===== config.mk =====
export PLATFORM = sky130hd
export DESIGN_NAME = dma_chan_tracker
export DESIGN_NICKNAME = d
export VERILOG_FILES = /design/src/rtl/dcst_pkg.sv /design/src/rtl/dcst_decode.sv /design/src/rtl/dcst_fsm.sv /design/src/rtl/dcst_status.sv /design/src/rtl/dma_chan_tracker.sv
export SDC_FILE = /design/constraint.sdc
export NUM_CORES = 1
export LEC_CHECK = 0
export BUFFER_PORTS_ARGS = -buffer_cell sky130_fd_sc_hd__clkbuf_2
export CORE_UTILIZATION = 30
export CTS_BUF_LIST = sky130_fd_sc_hd__clkbuf_16
export DETAILED_ROUTE_END_ITERATION = 6
export SYNTH_ARGS = -nofsm -noshare
export SYNTH_HDL_FRONTEND = slang
export SYNTH_SLANG_ARGS = --single-unit

===== constraint.sdc =====
create_clock -name clk -period 1.9 [get_ports clk]
set_input_delay 0.38 -clock clk [delete_from_list [all_inputs] [get_ports clk]]
set_output_delay 0.38 -clock clk [all_outputs]
set_load 0.05 [all_outputs]

===== src/rtl/dcst_pkg.sv =====
package dcst_pkg;

    typedef enum logic [1:0] {
        ST_IDLE  = 2'b00,
        ST_BUSY  = 2'b01,
        ST_PAUSE = 2'b10,
        ST_FAULT = 2'b11
    } chan_state_e;

    typedef struct packed {
        logic cfg_bad;
        logic upd;
        logic src_fc;
        logic rd_bus;
        logic dst_fc;
        logic wr_bus;
    } err_flags_t;

    typedef struct packed {
        logic en_on;
        logic rest_same;
        logic kind_bad;
    } ctrl_dec_t;

    localparam int EN_LSB   = 0;
    localparam int EN_W     = 2;
    localparam int KIND_LSB = 2;
    localparam int KIND_W   = 3;

    localparam logic [31:0] STATUS_RSV_MASK = 32'hFF0C_FFFC;

    function automatic logic [31:0] pack_status(chan_state_e st, err_flags_t e);
        logic [31:0] w;
        w      = '0;
        w[1:0] = st;
        w[16]  = e.wr_bus;
        w[17]  = e.dst_fc;
        w[20]  = e.rd_bus;
        w[21]  = e.src_fc;
        w[22]  = e.upd;
        w[23]  = e.cfg_bad;
        return w;
    endfunction

endpackage


===== src/rtl/dcst_decode.sv =====
module dcst_decode
    import dcst_pkg::*;
#(
    parameter int CTRL_W       = 16,
    parameter int BAD_KIND_MIN = 6
) (
    input  logic [CTRL_W-1:0] wr_data_i,
    input  logic [CTRL_W-1:0] ctrl_q_i,
    output ctrl_dec_t         dec_o
);
    localparam logic [CTRL_W-1:0] EN_MASK = CTRL_W'(((1 << EN_W) - 1) << EN_LSB);

    logic [KIND_W-1:0] kind;

    always_comb begin
        kind            = wr_data_i[KIND_LSB +: KIND_W];
        dec_o.en_on     = |wr_data_i[EN_LSB +: EN_W];
        dec_o.rest_same = ((wr_data_i ^ ctrl_q_i) & ~EN_MASK) == '0;
        dec_o.kind_bad  = kind >= KIND_W'(BAD_KIND_MIN);
    end

endmodule


===== src/rtl/dcst_fsm.sv =====
module dcst_fsm
    import dcst_pkg::*;
#(
    parameter int CTRL_W = 16
) (
    input  logic              clk,
    input  logic              rst,
    input  logic              ctrl_wr_i,
    input  logic              other_wr_i,
    input  logic              fc_wr_i,
    input  logic [CTRL_W-1:0] wr_data_i,
    input  ctrl_dec_t         dec_i,
    input  logic              xfer_done_i,
    input  logic              src_rd_err_i,
    input  logic              dst_wr_err_i,
    input  logic              src_fc_err_i,
    input  logic              dst_fc_err_i,
    output chan_state_e       st_o,
    output err_flags_t        err_o,
    output logic [CTRL_W-1:0] ctrl_q_o
);
    chan_state_e       st_q, st_d;
    err_flags_t        err_q, err_d;
    logic [CTRL_W-1:0] ctrl_q;
    err_flags_t        en_err, run_err;
    logic              en_fail, side_wr, pause_form;

    always_comb begin
        en_err  = '{cfg_bad: dec_i.kind_bad, upd: 1'b0, src_fc: src_fc_err_i,
                    rd_bus: 1'b0, dst_fc: dst_fc_err_i, wr_bus: 1'b0};
        en_fail = |en_err;
        side_wr = other_wr_i | fc_wr_i;
        pause_form = ctrl_wr_i & ~dec_i.en_on & dec_i.rest_same;
        run_err = '{cfg_bad: 1'b0, upd: (ctrl_wr_i & ~pause_form) | side_wr,
                    src_fc: 1'b0, rd_bus: src_rd_err_i, dst_fc: 1'b0,
                    wr_bus: dst_wr_err_i};
        st_d  = st_q;
        err_d = err_q;
        unique case (st_q)
            ST_IDLE: begin
                if (ctrl_wr_i && dec_i.en_on) begin
                    st_d  = en_fail ? ST_FAULT : ST_BUSY;
                    err_d = en_fail ? en_err : '0;
                end
            end
            ST_BUSY: begin
                if (|run_err) begin
                    st_d  = ST_FAULT;
                    err_d = run_err;
                end else if (pause_form) begin
                    st_d = ST_PAUSE;
                end else if (xfer_done_i) begin
                    st_d  = ST_IDLE;
                    err_d = '0;
                end
            end
            ST_PAUSE: begin
                if (side_wr) begin
                    st_d  = ST_IDLE;
                    err_d = '0;
                end else if (ctrl_wr_i) begin
                    if (dec_i.en_on) begin
                        st_d  = en_fail ? ST_FAULT : ST_BUSY;
                        err_d = en_fail ? en_err : '0;
                    end else begin
                        st_d = ST_IDLE;
                    end
                end
            end
            ST_FAULT: begin
                if (side_wr) begin
                    st_d  = ST_IDLE;
                    err_d = '0;
                end else if (ctrl_wr_i && dec_i.en_on) begin
                    st_d  = en_fail ? ST_FAULT : ST_BUSY;
                    err_d = en_fail ? err_flags_t'(err_q | en_err) : '0;
                end
            end
            default: begin
                st_d  = ST_IDLE;
                err_d = '0;
            end
        endcase
    end

    always_ff @(posedge clk) begin
        if (rst) st_q <= ST_IDLE;
        else     st_q <= st_d;
    end

    always_ff @(posedge clk) begin
        if (rst) err_q <= '0;
        else     err_q <= err_d;
    end

    always_ff @(posedge clk) begin
        if (rst)            ctrl_q <= '0;
        else if (ctrl_wr_i) ctrl_q <= wr_data_i;
    end

    assign st_o     = st_q;
    assign err_o    = err_q;
    assign ctrl_q_o = ctrl_q;


    fault_iff_flags_chk: assert property (@(posedge clk) disable iff (rst)
        (st_q == ST_FAULT) == (err_q != '0));


    pause_entry_chk: assert property (@(posedge clk) disable iff (rst)
        (st_q == ST_BUSY && ctrl_wr_i && !dec_i.en_on && dec_i.rest_same &&
         !src_rd_err_i && !dst_wr_err_i) |=> st_q == ST_PAUSE);


    side_clear_chk: assert property (@(posedge clk) disable iff (rst)
        ((st_q == ST_PAUSE || st_q == ST_FAULT) && (other_wr_i || fc_wr_i))
        |=> (st_q == ST_IDLE && err_q == '0));


    rd_fault_chk: assert property (@(posedge clk) disable iff (rst)
        (st_q == ST_BUSY && src_rd_err_i) |=> (st_q == ST_FAULT && err_q.rd_bus));


    fc_no_busy_chk: assert property (@(posedge clk) disable iff (rst)
        (st_q == ST_IDLE && ctrl_wr_i && dec_i.en_on && (src_fc_err_i || dst_fc_err_i))
        |=> st_q == ST_FAULT);


    busy_update_chk: assert property (@(posedge clk) disable iff (rst)
        (st_q == ST_BUSY && (other_wr_i || fc_wr_i)) |=> (st_q == ST_FAULT && err_q.upd));


    done_clear_chk: assert property (@(posedge clk) disable iff (rst)
        (st_q == ST_BUSY && xfer_done_i && !ctrl_wr_i && !other_wr_i && !fc_wr_i &&
         !src_rd_err_i && !dst_wr_err_i) |=> (st_q == ST_IDLE && err_q == '0));

endmodule


===== src/rtl/dcst_status.sv =====
module dcst_status
    import dcst_pkg::*;
(
    input  chan_state_e st_i,
    input  err_flags_t  err_i,
    output logic [31:0] status_o,
    output logic        busy_o
);
    always_comb begin
        status_o = pack_status(st_i, err_i);
        busy_o   = (st_i == ST_BUSY);
    end
endmodule


===== src/rtl/dma_chan_tracker.sv =====
module dma_chan_tracker
    import dcst_pkg::*;
#(
    parameter int CTRL_W       = 16,
    parameter int BAD_KIND_MIN = 6
) (
    input  logic              clk,
    input  logic              rst,
    input  logic              ctrl_wr_i,
    input  logic              other_wr_i,
    input  logic              fc_wr_i,
    input  logic [CTRL_W-1:0] wr_data_i,
    input  logic              xfer_done_i,
    input  logic              src_rd_err_i,
    input  logic              dst_wr_err_i,
    input  logic              src_fc_err_i,
    input  logic              dst_fc_err_i,
    output logic [31:0]       status_o,
    output logic              busy_o
);
    ctrl_dec_t         dec;
    chan_state_e       st;
    err_flags_t        err;
    logic [CTRL_W-1:0] ctrl_q;

    dcst_decode #(.CTRL_W(CTRL_W), .BAD_KIND_MIN(BAD_KIND_MIN)) decode_i (
        .wr_data_i (wr_data_i),
        .ctrl_q_i  (ctrl_q),
        .dec_o     (dec)
    );

    dcst_fsm #(.CTRL_W(CTRL_W)) fsm_i (
        .clk          (clk),
        .rst          (rst),
        .ctrl_wr_i    (ctrl_wr_i),
        .other_wr_i   (other_wr_i),
        .fc_wr_i      (fc_wr_i),
        .wr_data_i    (wr_data_i),
        .dec_i        (dec),
        .xfer_done_i  (xfer_done_i),
        .src_rd_err_i (src_rd_err_i),
        .dst_wr_err_i (dst_wr_err_i),
        .src_fc_err_i (src_fc_err_i),
        .dst_fc_err_i (dst_fc_err_i),
        .st_o         (st),
        .err_o        (err),
        .ctrl_q_o     (ctrl_q)
    );

    dcst_status status_i (
        .st_i     (st),
        .err_i    (err),
        .status_o (status_o),
        .busy_o   (busy_o)
    );


    rsv_zero_chk: assert property (@(posedge clk) disable iff (rst)
        (status_o & STATUS_RSV_MASK) == 32'h0);


    busy_match_chk: assert property (@(posedge clk) disable iff (rst)
        busy_o == (status_o[1:0] == 2'b01));

    // single register port: one write strobe per cycle
    one_write_chk: assert property (@(posedge clk) disable iff (rst)
        $onehot0({ctrl_wr_i, other_wr_i, fc_wr_i}));

endmodule


Yosys cells after proc, flatten, opt, wreduce, memory -nomap -nowiden
Cells that the tools add are included.
{"block": "totals", "regBits": 24, "in_bits": 26, "output_inout_bits": 33, "elab_cells": 58}
{"block": "classes", "n_lt_le_gt_ge": 1, "eq_ne": 10, "n_mux": 22, "bitwise_logic": 9, "n_reduce_logical": 8}
{"op": "two-way mux 6 bit", "n": 11}
{"op": "one-hot mux 6 bit (4 select lines)", "n": 1}
{"op": "two-way mux 2 bit", "n": 9}
{"op": "logical NOT 16 bit", "n": 1}
{"op": "bitwise XOR 16 bit", "n": 1}
{"op": "one-hot mux 2 bit (4 select lines)", "n": 1}
{"op": "inequality test 3 x 1 -> 1 bit (second input constant)", "n": 2}
{"op": "inequality test 3 x 2 -> 1 bit (second input constant)", "n": 2}
{"op": "bitwise OR 6 bit", "n": 1}
{"op": "AND reduction 6 bit", "n": 1}
{"op": "OR reduction 3 bit", "n": 2}
{"op": "== test 2 bit (second input constant)", "n": 2}
{"op": "inequality test 4 x 2 -> 1 bit (second input constant)", "n": 1}
{"op": "bitwise AND 1 bit", "n": 3}
{"op": "greater-or-equal comparator 3 bit (second input constant)", "n": 1}
{"op": "inequality test 3 bit (second input constant)", "n": 1}
{"op": "== test 2 x 1 -> 1 bit (second input constant)", "n": 1}
{"op": "logical NOT 2 bit", "n": 1}
{"op": "inequality test 2 x 1 -> 1 bit (second input constant)", "n": 1}
{"op": "inverter 1 bit", "n": 2}
{"op": "bitwise OR 1 bit", "n": 2}
{"op": "AND reduction 2 bit", "n": 1}
{"op": "OR reduction 2 bit", "n": 1}
{"op": "logical AND 1 bit", "n": 1}

Depth between registers and ports, before layout
Gate-level depths: netlist of run 1.
{"block": "logic_depth", "word_depth": 10, "mapped_depth": 6, "depth_no_buf": 6}

Modules after synthesis
From an unflattened synthesis of run 1, not the netlist that was laid out.
{"block": "unflattened", "hier_cells": 163, "area_unflattened_um2": 1465.2}
{"mod": "dcst_fsm", "instances": 1, "cells_per_inst": 108, "area_per_inst_um2": 1037.2, "seq_area_each_um2": 480.5}
{"mod": "dcst_status", "instances": 1, "cells_per_inst": 34, "area_per_inst_um2": 257.7, "seq_area_each_um2": 0.0}
{"mod": "dcst_decode", "instances": 1, "cells_per_inst": 21, "area_per_inst_um2": 170.2, "seq_area_each_um2": 0.0}

Least setup slack after synthesis of run 1
Ideal clock, no wire load.
{"block": "synth_timing", "kind": "reg-to-reg", "from": "register fsm_i.st_q[0] (netlist: fsm_i.st_o[0])", "to": "register fsm_i.err_q, in the netlist fsm_i.err_o[1]", "setup_time_ns": 0.061, "arrival_ns": 2.212, "required_ns": 1.839, "path_slack_ns": -0.373, "path_stages_with_launch": 6, "n_path_buf": 0, "period_less_slack_ns": 2.273, "path_cell_list": "dfxtp_1 > nand2b_1 > inv_1 > nor3_1 > a2111oi_0 > a221o_1"}
{"block": "synth_between", "elab_chain_len": 3, "elab_cells_between_ends": 12, "cone_classes": "9 x eq/ne; 1 x mux; 2 x reduce/logical"}
{"element": "from (decl)", "line_no": "dcst_fsm.sv:22", "source": "chan_state_e st_q, st_d;"}
{"element": "from (signal assigned)", "line_no": "dcst_fsm.sv:88", "source": "else st_q <= st_d;"}
{"element": "== test 2 x 1 -> 1 bit (*)"}
{"element": "named net busy_o", "line_no": "dma_chan_tracker.sv:19", "source": "output logic busy_o"}
{"element": "inequality test 3 bit (no line) or inequality test 3 x 2 -> 1 bit (tied branches)"}
{"element": "AND reduction 6 bit (no line)"}
{"element": "to (signal assigned)", "line_no": "dcst_fsm.sv:93", "source": "else err_q <= err_d;"}
{"element": "to (decl)", "line_no": "dcst_fsm.sv:23", "source": "err_flags_t err_q, err_d;"}
Mark *: on every way through the listed nets, which the timed path passes. The rest lies on a longest branch.
A chain may end at the register's enable or synchronous reset.

Worst setup path after layout of run 1
{"block": "layout_timing", "from": "register fsm_i.st_q[1] (netlist: fsm_i.st_o[1])", "to": "output busy_o"}
{"block": "layout_between", "elab_chain_len": 1}
{"element": "== test 2 x 1 -> 1 bit", "line_no": "dcst_status.sv:11", "source": "busy_o = (st_i == ST_BUSY);"}
{"element": "to (decl)", "line_no": "dma_chan_tracker.sv:19"}
Every way passes these cells.

==> impl_metrics.env, run 1 <==
export IMPL_fin_nets=221
export IMPL_htree_levels=1
export IMPL_clk_pin_slew_worst_paths_ps=60
export IMPL_num_vias=1079
export IMPL_drtIter0Drc=21
export IMPL_cp_start_kind="flip-flop"
export IMPL_grt_pass1_wl_um=4200
export IMPL_nFillCells=431
export IMPL_min_path_cells=2
export IMPL_synth_top_cell_by_area="dfxtp_1"
export IMPL_syn_area_um2=1320
export IMPL_initial_core_util_pct=32.1
export IMPL_hold_viol_final=0
export IMPL_clockBufferDepth=2
export IMPL_hold_start="dst_fc_err_i"
export IMPL_grt_pass1_vias=934
export IMPL_antenna_found_initial=0
export IMPL_ios=59
export IMPL_slew_violations=0
export IMPL_grt_ovfl_total=0
export IMPL_grt_use_total_pct=12.5
export IMPL_syn_avg_cell_area_um2=8.86
export IMPL_viasPerCell=4.42
export IMPL_ys_seq_elements=22
export IMPL_finalInstanceArea_um2=1640
export IMPL_cts_inserted_buffers=3
export IMPL_cts_root_buf="clkbuf_16"
export IMPL_yosysSeqAreaShare_pct=33.4
export IMPL_pre_cts_ws_ps=-96.9
export IMPL_dpl_cell_area_um2=1530
export IMPL_first_pass_iters=3
export IMPL_wl_um=2730
export IMPL_setup_viol=0
export IMPL_fp_row_count=23
export IMPL_ir_worst_vdd_v=0.000453
export IMPL_cap_violations=0
export IMPL_timing_rr_start="fsm_i.ctrl_q_o[14]"
export IMPL_cp_end_kind="output pin"
export IMPL_die_area_um2=4670
export IMPL_dpl_hpwl_um=2040
export IMPL_required_ps=1520
export IMPL_period_share_pct=94.5
export IMPL_timing_hold_ws_ps=384
export IMPL_ys_async_sr_fraction_pct=0
export IMPL_synth_cell_types=39
export IMPL_die_x_um=68.3
export IMPL_core_area_um2=4120
export IMPL_area_delta_synth_final_pct=24.2
export IMPL_hold_path_class="in -> reg"
export IMPL_cts_sinks=22
export IMPL_dieHeight_um=68.3
export IMPL_io_buffers=34
export IMPL_drive_above_1_share_pct=27.8
export IMPL_p_leak_nw=0.800
export IMPL_reg2reg_to="fsm_i.err_o[2]"
export IMPL_cts_tree="yes"
export IMPL_antenna_diode_count=0
export IMPL_grt_max_degree=24
export IMPL_status="finished, final reports clean"
export IMPL_ctsResizeCount=0
export IMPL_rr_worst_depth=6
export IMPL_final_util_pct=39.8
export IMPL_drcViolationCount=0
export IMPL_r2r_slack_ps=240
export IMPL_hold_path_end="fsm_i.err_o[1]"
export IMPL_seqCellArea_um2=443
export IMPL_clock_skew_final_ps=2.17
export IMPL_netlist_top_cells_area="dfxtp_1 (33%), buf_4 (14%), mux2i_1 (11%)"
export IMPL_p_per_area_nw_per_um2=892
export IMPL_cts_setup_buffers=0
export IMPL_crit_slowest_cell="dfxtp_2"
export IMPL_max_freq_mhz=557
export IMPL_synthFlopType="dfxtp_1"
export IMPL_synth_cells=149
export IMPL_crit_chain="nand2b_1 > clkinvlp_4 > buf_4 > clkbuf_2"
export IMPL_clk_latency_ps=250
export IMPL_multi_input_area_um2=757
export IMPL_synth_edff_count=0
export IMPL_fin_crit_ps=1800
export IMPL_crit_fanout=7
export IMPL_routedWlPerCell_um=11.2
export IMPL_rsz0062_at_grt="no"
export IMPL_synth_top_area_share_pct=33.4
export IMPL_synth_warnings=0
export IMPL_slowest_delay_ps=370
export IMPL_arrival_ps=1420
export IMPL_critPathKind="reg -> out"
export IMPL_setup_ws_ps=104
export IMPL_power_mw=1.46
export IMPL_place_congestion=0.838
export IMPL_antenna_left=0
export IMPL_postCtsHoldBufs=0
-- final cells by class --
cell class / instances / area share [%]
inverter: 2 / 0.687
clock buffer: 3 / 4.58
clock inverter: 1 / 1.83
tap: 50 / 3.82
multi-input combinational: 120 / 46.2
timing repair buffer: 46 / 15.9
sequential: 22 / 27.0
-- report_power, final --
group | internal, mW | switching (mW) | total, mW
combinational | 0.107 | 0.254 | 0.362
clock | 0.418 | 0.168 | 0.586
sequential | 0.493 | 0.0215 | 0.514
-- critical path, delay by kind of cell (launching register included) --
family / cells / cell delay, ps
buffers and inverters: 3 / 520
flip-flops: 1 / 370
AND/OR/NAND/NOR: 1 / 270
-- Yosys cell counts, types with 2 or more instances --
cell type and number:
buf_4 24, nor3_1 4, nor3b_1 2, inv_1 2, nand2b_1 3, nor2_1 17
a21oi_1 5, clkbuf_1 2, nand3_1 2, o21ai_0 3, xor2_1 14, nor2b_1 3
nor4_1 3, nand2_1 3, mux2i_1 14, a221o_1 2, dfxtp_1 22, a211oi_1 3
-- sequential cells by signal (all words and copies together) (netlist names) --
name and flops:
fsm_i.ctrl_q_o 14, fsm_i.err_o 6, fsm_i.st_o 2
-- per-stage QoR --
step	setup TNS, ps	cells
finish	0	244
global route	0	244
CTS	0	244
detailed placement	-331	240
global placement	-331	240
floorplan	0	172
-- placed cells by master, fill, tap and decap left out, types with 4 or more instances in the layout --
cell      count
conb_1       24
a21oi_1       5
nor3_1        4
buf_4        12
mux2i_1      14
clkbuf_2     34
dfxtp_1      20
xor2_1       14
nor2_1       17
-- cell families after synthesis --
group	Yosys count	synth area share [%]
other cells	1	0.284
flops	22	33.4
buf+inv	30	15.9
xor+xnor	14	9.29
mux	14	10.6
compound gates	23	12.7
simple gates	45	17.8
-- worst max-delay path by stage --
| stage | from | endpoint | slack (ps) | cells past startpoint |
|---|---|---|---|---|
| floorplan | ctrl_wr_i | fsm_i.err_o[5] | 7 | 6 |
| global placement | fc_wr_i | fsm_i.err_o[5] | -90 | 5 |
| detailed placement | fc_wr_i | fsm_i.err_o[5] | -100 | 5 |
| CTS | fsm_i.st_o[1] | busy_o | 100 | 4 |
| global route | fsm_i.st_o[1] | busy_o | 20 | 4 |
| finish | fsm_i.st_o[1] | busy_o | 100 | 4 |
-- routing by layer --
layer | global-route usage (%) | vias to the layer above | part of all wire [%]
met5 | 0 | - | 0
met3 | 4.67 | 2 | 5.5
met1 | 16.2 | 482 | 48
li1 | - | 565 | -
met2 | 19.5 | 30 | 45
met4 | 3.13 | 0 | 0.66
Power figures use the tool's default switching activity.
==> run 2, diff against run 1 <==
Settings changed: CORE_ASPECT_RATIO set to 0.5.
==> run 2 against run 1 <==
Against the previous run:
- core utilization increased by 1.7 points
- combinational power increased by 3%
- clock skew increased by 3.0 ps
- flip-flop and latch count unchanged
- worst setup slack improved by 12 ps
- clock power decreased by 0.7%
- total power increased by 0.71%
==> impl_metrics.env, run 2 (same netlist as run 1, synthesis figures left out) <==
export IMPL_min_path_cells=2
export IMPL_hold_viol_final=0
export IMPL_ios=59
export IMPL_antenna_found_initial=0
export IMPL_rr_worst_depth=6
export IMPL_clockBufferDepth=2
export IMPL_fin_crit_ps=1780
export IMPL_status="finished, final reports clean"
export IMPL_grt_ovfl_total=0
export IMPL_fp_row_count=16
export IMPL_fin_nets=227
export IMPL_core_area_um2=4060
export IMPL_cts_sinks=22
export IMPL_hold_start="src_fc_err_i"
export IMPL_crit_fanout=7
export IMPL_antenna_diode_count=0
export IMPL_ctsResizeCount=0
export IMPL_timing_hold_ws_ps=370
export IMPL_setup_ws_ps=116
export IMPL_crit_start="fsm_i.st_o[1]"
export IMPL_cts_setup_buffers=0
export IMPL_setup_viol=0
export IMPL_reg2reg_to="fsm_i.err_o[1]"
export IMPL_cp_end_kind="output pin"
export IMPL_hold_path_end="fsm_i.err_o[3]"
export IMPL_arrival_ps=1400
export IMPL_area_delta_synth_final_pct=28.0
export IMPL_num_vias=1155
export IMPL_final_util_pct=41.6
export IMPL_critPathKind="reg -> out"
export IMPL_max_freq_mhz=561
export IMPL_pre_cts_ws_ps=-124
export IMPL_slowest_delay_ps=390
export IMPL_grt_use_total_pct=12.5
export IMPL_p_per_area_nw_per_um2=872
export IMPL_dieHeight_um=48.9
export IMPL_dpl_hpwl_um=2140
export IMPL_die_x_um=95.8
export IMPL_required_ps=1520
export IMPL_period_share_pct=93.9
export IMPL_antenna_left=0
export IMPL_initial_core_util_pct=32.5
export IMPL_multi_input_area_um2=757
export IMPL_drive_above_1_share_pct=30.0
export IMPL_hold_path_class="in -> reg"
export IMPL_die_area_um2=4690
export IMPL_final_cell_mix="clkbuf_2 (34), conb_1 (24), dfxtp_1 (20)"
export IMPL_grt_max_degree=24
export IMPL_rsz0062_at_grt="no"
export IMPL_clk_latency_ps=250
export IMPL_largest_reg_flops=14
export IMPL_cts_root_buf="clkbuf_16"
export IMPL_crit_chain="nand2b_1 > clkinvlp_4 > clkbuf_2"
export IMPL_fin_cells=254
export IMPL_cts_inserted_buffers=3
export IMPL_grt_pass1_wl_um=4590
export IMPL_r2r_slack_ps=170
export IMPL_ir_worst_vdd_v=0.000357
export IMPL_drcViolationCount=0
export IMPL_first_pass_iters=4
export IMPL_place_congestion=0.790
export IMPL_cap_violations=0
export IMPL_viasPerCell=4.55
export IMPL_crit_slowest_cell="dfxtp_2"
export IMPL_seqCellArea_um2=443
export IMPL_timing_rr_start="fsm_i.st_o[1]"
export IMPL_htree_levels=1
export IMPL_dp_cells=250
export IMPL_slew_violations=0
export IMPL_wl_um=2800
export IMPL_nFillCells=405
export IMPL_postCtsHoldBufs=0
export IMPL_clock_skew_final_ps=5.22
export IMPL_clk_pin_slew_worst_paths_ps=60
export IMPL_cts_tree="yes"
export IMPL_grt_pass1_vias=1044
export IMPL_p_leak_nw=0.828
export IMPL_layout_commonest_cell="clkbuf_2"
export IMPL_routedWlPerCell_um=11.0
export IMPL_io_buffers=34
export IMPL_cp_start_kind="flip-flop"
export IMPL_drtIter0Drc=51
export IMPL_timing_setup_tns_ps=0
==> run 2: cell count changes in the layout (fill, tap and decap cells not counted), sizes merged <==
cell,delta
buf,+6
==> run 2: worst max path at each step <==
stage                           endpoint  slack, ps  depth (start not counted)
final                             busy_o        120                          3
after global routing      fsm_i.err_o[5]         50                          5
after CTS                         busy_o        120                          3
after detailed placement  fsm_i.err_o[5]       -120                          5
after global placement    fsm_i.err_o[5]       -100                          5
after floorplan           fsm_i.err_o[5]          7                          6
==> run 2: area by class of cell <==
| cell class | count | area share (%) |
|---|---|---|
| multi-input cells | 120 | 44.8 |
| well taps | 54 | 4.00 |
| clock buffers | 3 | 4.44 |
| inverters | 2 | 0.667 |
| clock inverters | 1 | 1.78 |
| flip-flops and latches | 22 | 26.2 |
| repair buffers | 52 | 18.1 |
==> run 2: where the power goes <==
group | total, mW | leakage (nW) | switching [mW] | internal, mW
registers | 0.516 | 0.182 | 0.0235 | 0.493
clock network | 0.582 | 0.0511 | 0.164 | 0.418
logic | 0.374 | 0.595 | 0.258 | 0.116
total | 1.47 | 0.828 | 0.446 | 1.03
==> run 2: metrics by stage <==
| step | power, mW | instance area (µm²) |
|---|---|---|
| after floorplan | 0.829 | 1410 |
| after global placement | 0.894 | 1580 |
| after detailed placement | 0.898 | 1580 |
| after CTS | 1.48 | 1690 |
| after global routing | 1.54 | 1690 |
| final | 1.47 | 1690 |
==> run 2: critical path, delay by kind of cell, from the launching register on <==
kind                   cells  cell delay [ps]
buffers and inverters      2              490
and+or+nand+nor            1              280
DFF                        1              390
==> run 2: per-layer routing <==
metal	part of all wire, %	vias up	track usage (%)
met1	48	533	15.5
li1	-	574	-
met4	0.54	0	3.98
met3	4.6	2	3.27
met2	47	46	21.1
met5	0	-	0
==> run 3, diff against run 2 <==
Settings changed: CORE_UTILIZATION 30 to 50, PLACE_DENSITY set to 0.84.
Clock period 1.9 ns to 2.1 ns, I/O delays scaled along.
==> run 3 against run 2 <==
Against the previous run:
- core utilization increased by 25 points
- flip-flop and latch count unchanged
- sequential share of layout area increased by 2.0 points
- largest cell class unchanged
- final cell count decreased by 13%
- combinational power decreased by 17%
==> impl_metrics.env, run 3 (same netlist as run 1, synthesis figures left out) <==
export IMPL_clockBufferDepth=2
export IMPL_max_freq_mhz=529
export IMPL_dieHeight_um=38.3
export IMPL_wirelength_met1_um=1110
export IMPL_final_cell_mix="clkbuf_2 (34), conb_1 (24), dfxtp_1 (21)"
export IMPL_status="finished, final reports clean"
export IMPL_timing_rr_start="fsm_i.st_o[1]"
export IMPL_fin_nets=214
export IMPL_first_pass_iters=4
export IMPL_initial_core_util_pct=56.0
export IMPL_grt_use_total_pct=20.3
export IMPL_power_mw=1.31
export IMPL_clock_skew_final_ps=2.00
export IMPL_timing_setup_tns_ps=0
export IMPL_rr_worst_depth=6
export IMPL_hold_path_class="in -> reg"
export IMPL_arrival_ps=1470
export IMPL_crit_fanout=7
export IMPL_viasPerCell=5.23
export IMPL_top_layer="met4"
export IMPL_grt_pass1_vias=977
export IMPL_antenna_found_initial=0
export IMPL_grt_max_degree=24
export IMPL_final_util_pct=66.5
export IMPL_dpl_hpwl_um=1900
export IMPL_reg2reg_to="fsm_i.err_o[5]"
export IMPL_drcViolationCount=0
export IMPL_slowest_delay_ps=430
export IMPL_clk_latency_ps=260
export IMPL_postCtsHoldBufs=0
export IMPL_grt_pass1_wl_um=4150
export IMPL_cp_start_kind="flip-flop"
export IMPL_area_delta_synth_final_pct=18.7
export IMPL_cts_root_buf="clkbuf_16"
export IMPL_p_per_area_nw_per_um2=836
export IMPL_antenna_left=0
export IMPL_wl_met2_um=1200
export IMPL_antenna_diode_count=0
export IMPL_dpl_cell_area_um2=1460
export IMPL_relSlewSlack_pct=59.2
export IMPL_cts_sinks=22
export IMPL_io_buffers=34
export IMPL_worst_path_buf_inv=2
export IMPL_routedWlPerCell_um=11.5
export IMPL_crit_end="busy_o"
export IMPL_clk_pin_slew_worst_paths_ps=60
export IMPL_nFillCells=189
export IMPL_worst_pin_slew_ps=611
export IMPL_ios=59
export IMPL_htree_levels=1
export IMPL_path_depth=3
export IMPL_ir_worst_vdd_v=0.000475
export IMPL_cp_end_kind="output pin"
export IMPL_layout_commonest_cell="clkbuf_2"
export IMPL_die_x_um=74.7
export IMPL_period_share_pct=90.1
export IMPL_met3_length_um=200
export IMPL_p_leak_nw=0.765
export IMPL_fp_row_count=12
export IMPL_cts_inserted_buffers=3
export IMPL_setup_viol=0
export IMPL_cts_tree="yes"
export IMPL_drive_above_1_share_pct=24.6
export IMPL_slew_violations=0
export IMPL_wl_um=2550
export IMPL_drtIter0Drc=122
export IMPL_num_vias=1162
export IMPL_r2r_slack_ps=340
export IMPL_finalInstanceArea_um2=1570
export IMPL_crit_chain="nand2b_1 > clkinvlp_4 > clkbuf_2"
export IMPL_largest_reg_flops=14
export IMPL_required_ps=1680
export IMPL_die_area_um2=2860
export IMPL_place_congestion=0.882
export IMPL_rsz0062_at_grt="no"
export IMPL_core_area_um2=2360
export IMPL_fin_crit_ps=1890
export IMPL_cap_violations=0
export IMPL_crit_start="fsm_i.st_o[1]"
export IMPL_crit_slowest_cell="dfxtp_1"
export IMPL_hold_viol_final=0
export IMPL_critPathKind="reg -> out"
export IMPL_crit_family="buffers and inverters"
export IMPL_grt_ovfl_total=0
## run 3: area by class of cell
cell class                      count  area, µm²  share of cell area (%)
Clock buffer                        3       75.1                    4.79
Clock inverter                      1       30.0                    1.92
Inverter                            2       11.3                   0.719
Multi-Input combinational cell    120        757                    48.3
Sequential cell                    22        442                    28.2
Tap cell                           35       43.8                    2.80
Timing Repair Buffer               39        208                    13.3
## run 3: worst min path at each step
stage	startpoint	endpoint	slack [ps]	depth (start not counted)
floorplan	fsm_i.ctrl_q_o[11]	fsm_i.ctrl_q_o[11]	480	2
global placement	fsm_i.ctrl_q_o[15]	fsm_i.ctrl_q_o[15]	490	2
detailed placement	fsm_i.ctrl_q_o[4]	fsm_i.ctrl_q_o[4]	510	2
CTS	dst_fc_err_i	fsm_i.err_o[1]	410	2
global route	src_fc_err_i	fsm_i.err_o[3]	410	2
finish	dst_fc_err_i	fsm_i.err_o[1]	410	2
## run 3: layer usage
metal,vias to the layer above,global-route usage [%]
met5,-,0
met2,66,34.9
met1,537,23.6
li1,552,-
met4,0,8.49
met3,7,6.84
## run 3: metrics by stage
stage	std cells	setup WS (ps)	hold WS [ps]
after global routing	222	129	406
final	222	208	410
after floorplan	172	17.2	481
after CTS	222	223	407
after global placement	218	103	493
after detailed placement	218	61.5	506
## run 3: what timing repair did
action	CTS	global route
setup endpoints to repair	0	1
resized for setup	0	1
buffers inserted	0	0
## run 3: report_power, final
part | switching (mW) | total (mW) | leakage [nW] | internal [mW]
logic | 0.228 | 0.312 | 0.533 | 0.0841
registers | 0.0199 | 0.465 | 0.181 | 0.445
clock network | 0.153 | 0.532 | 0.0511 | 0.379
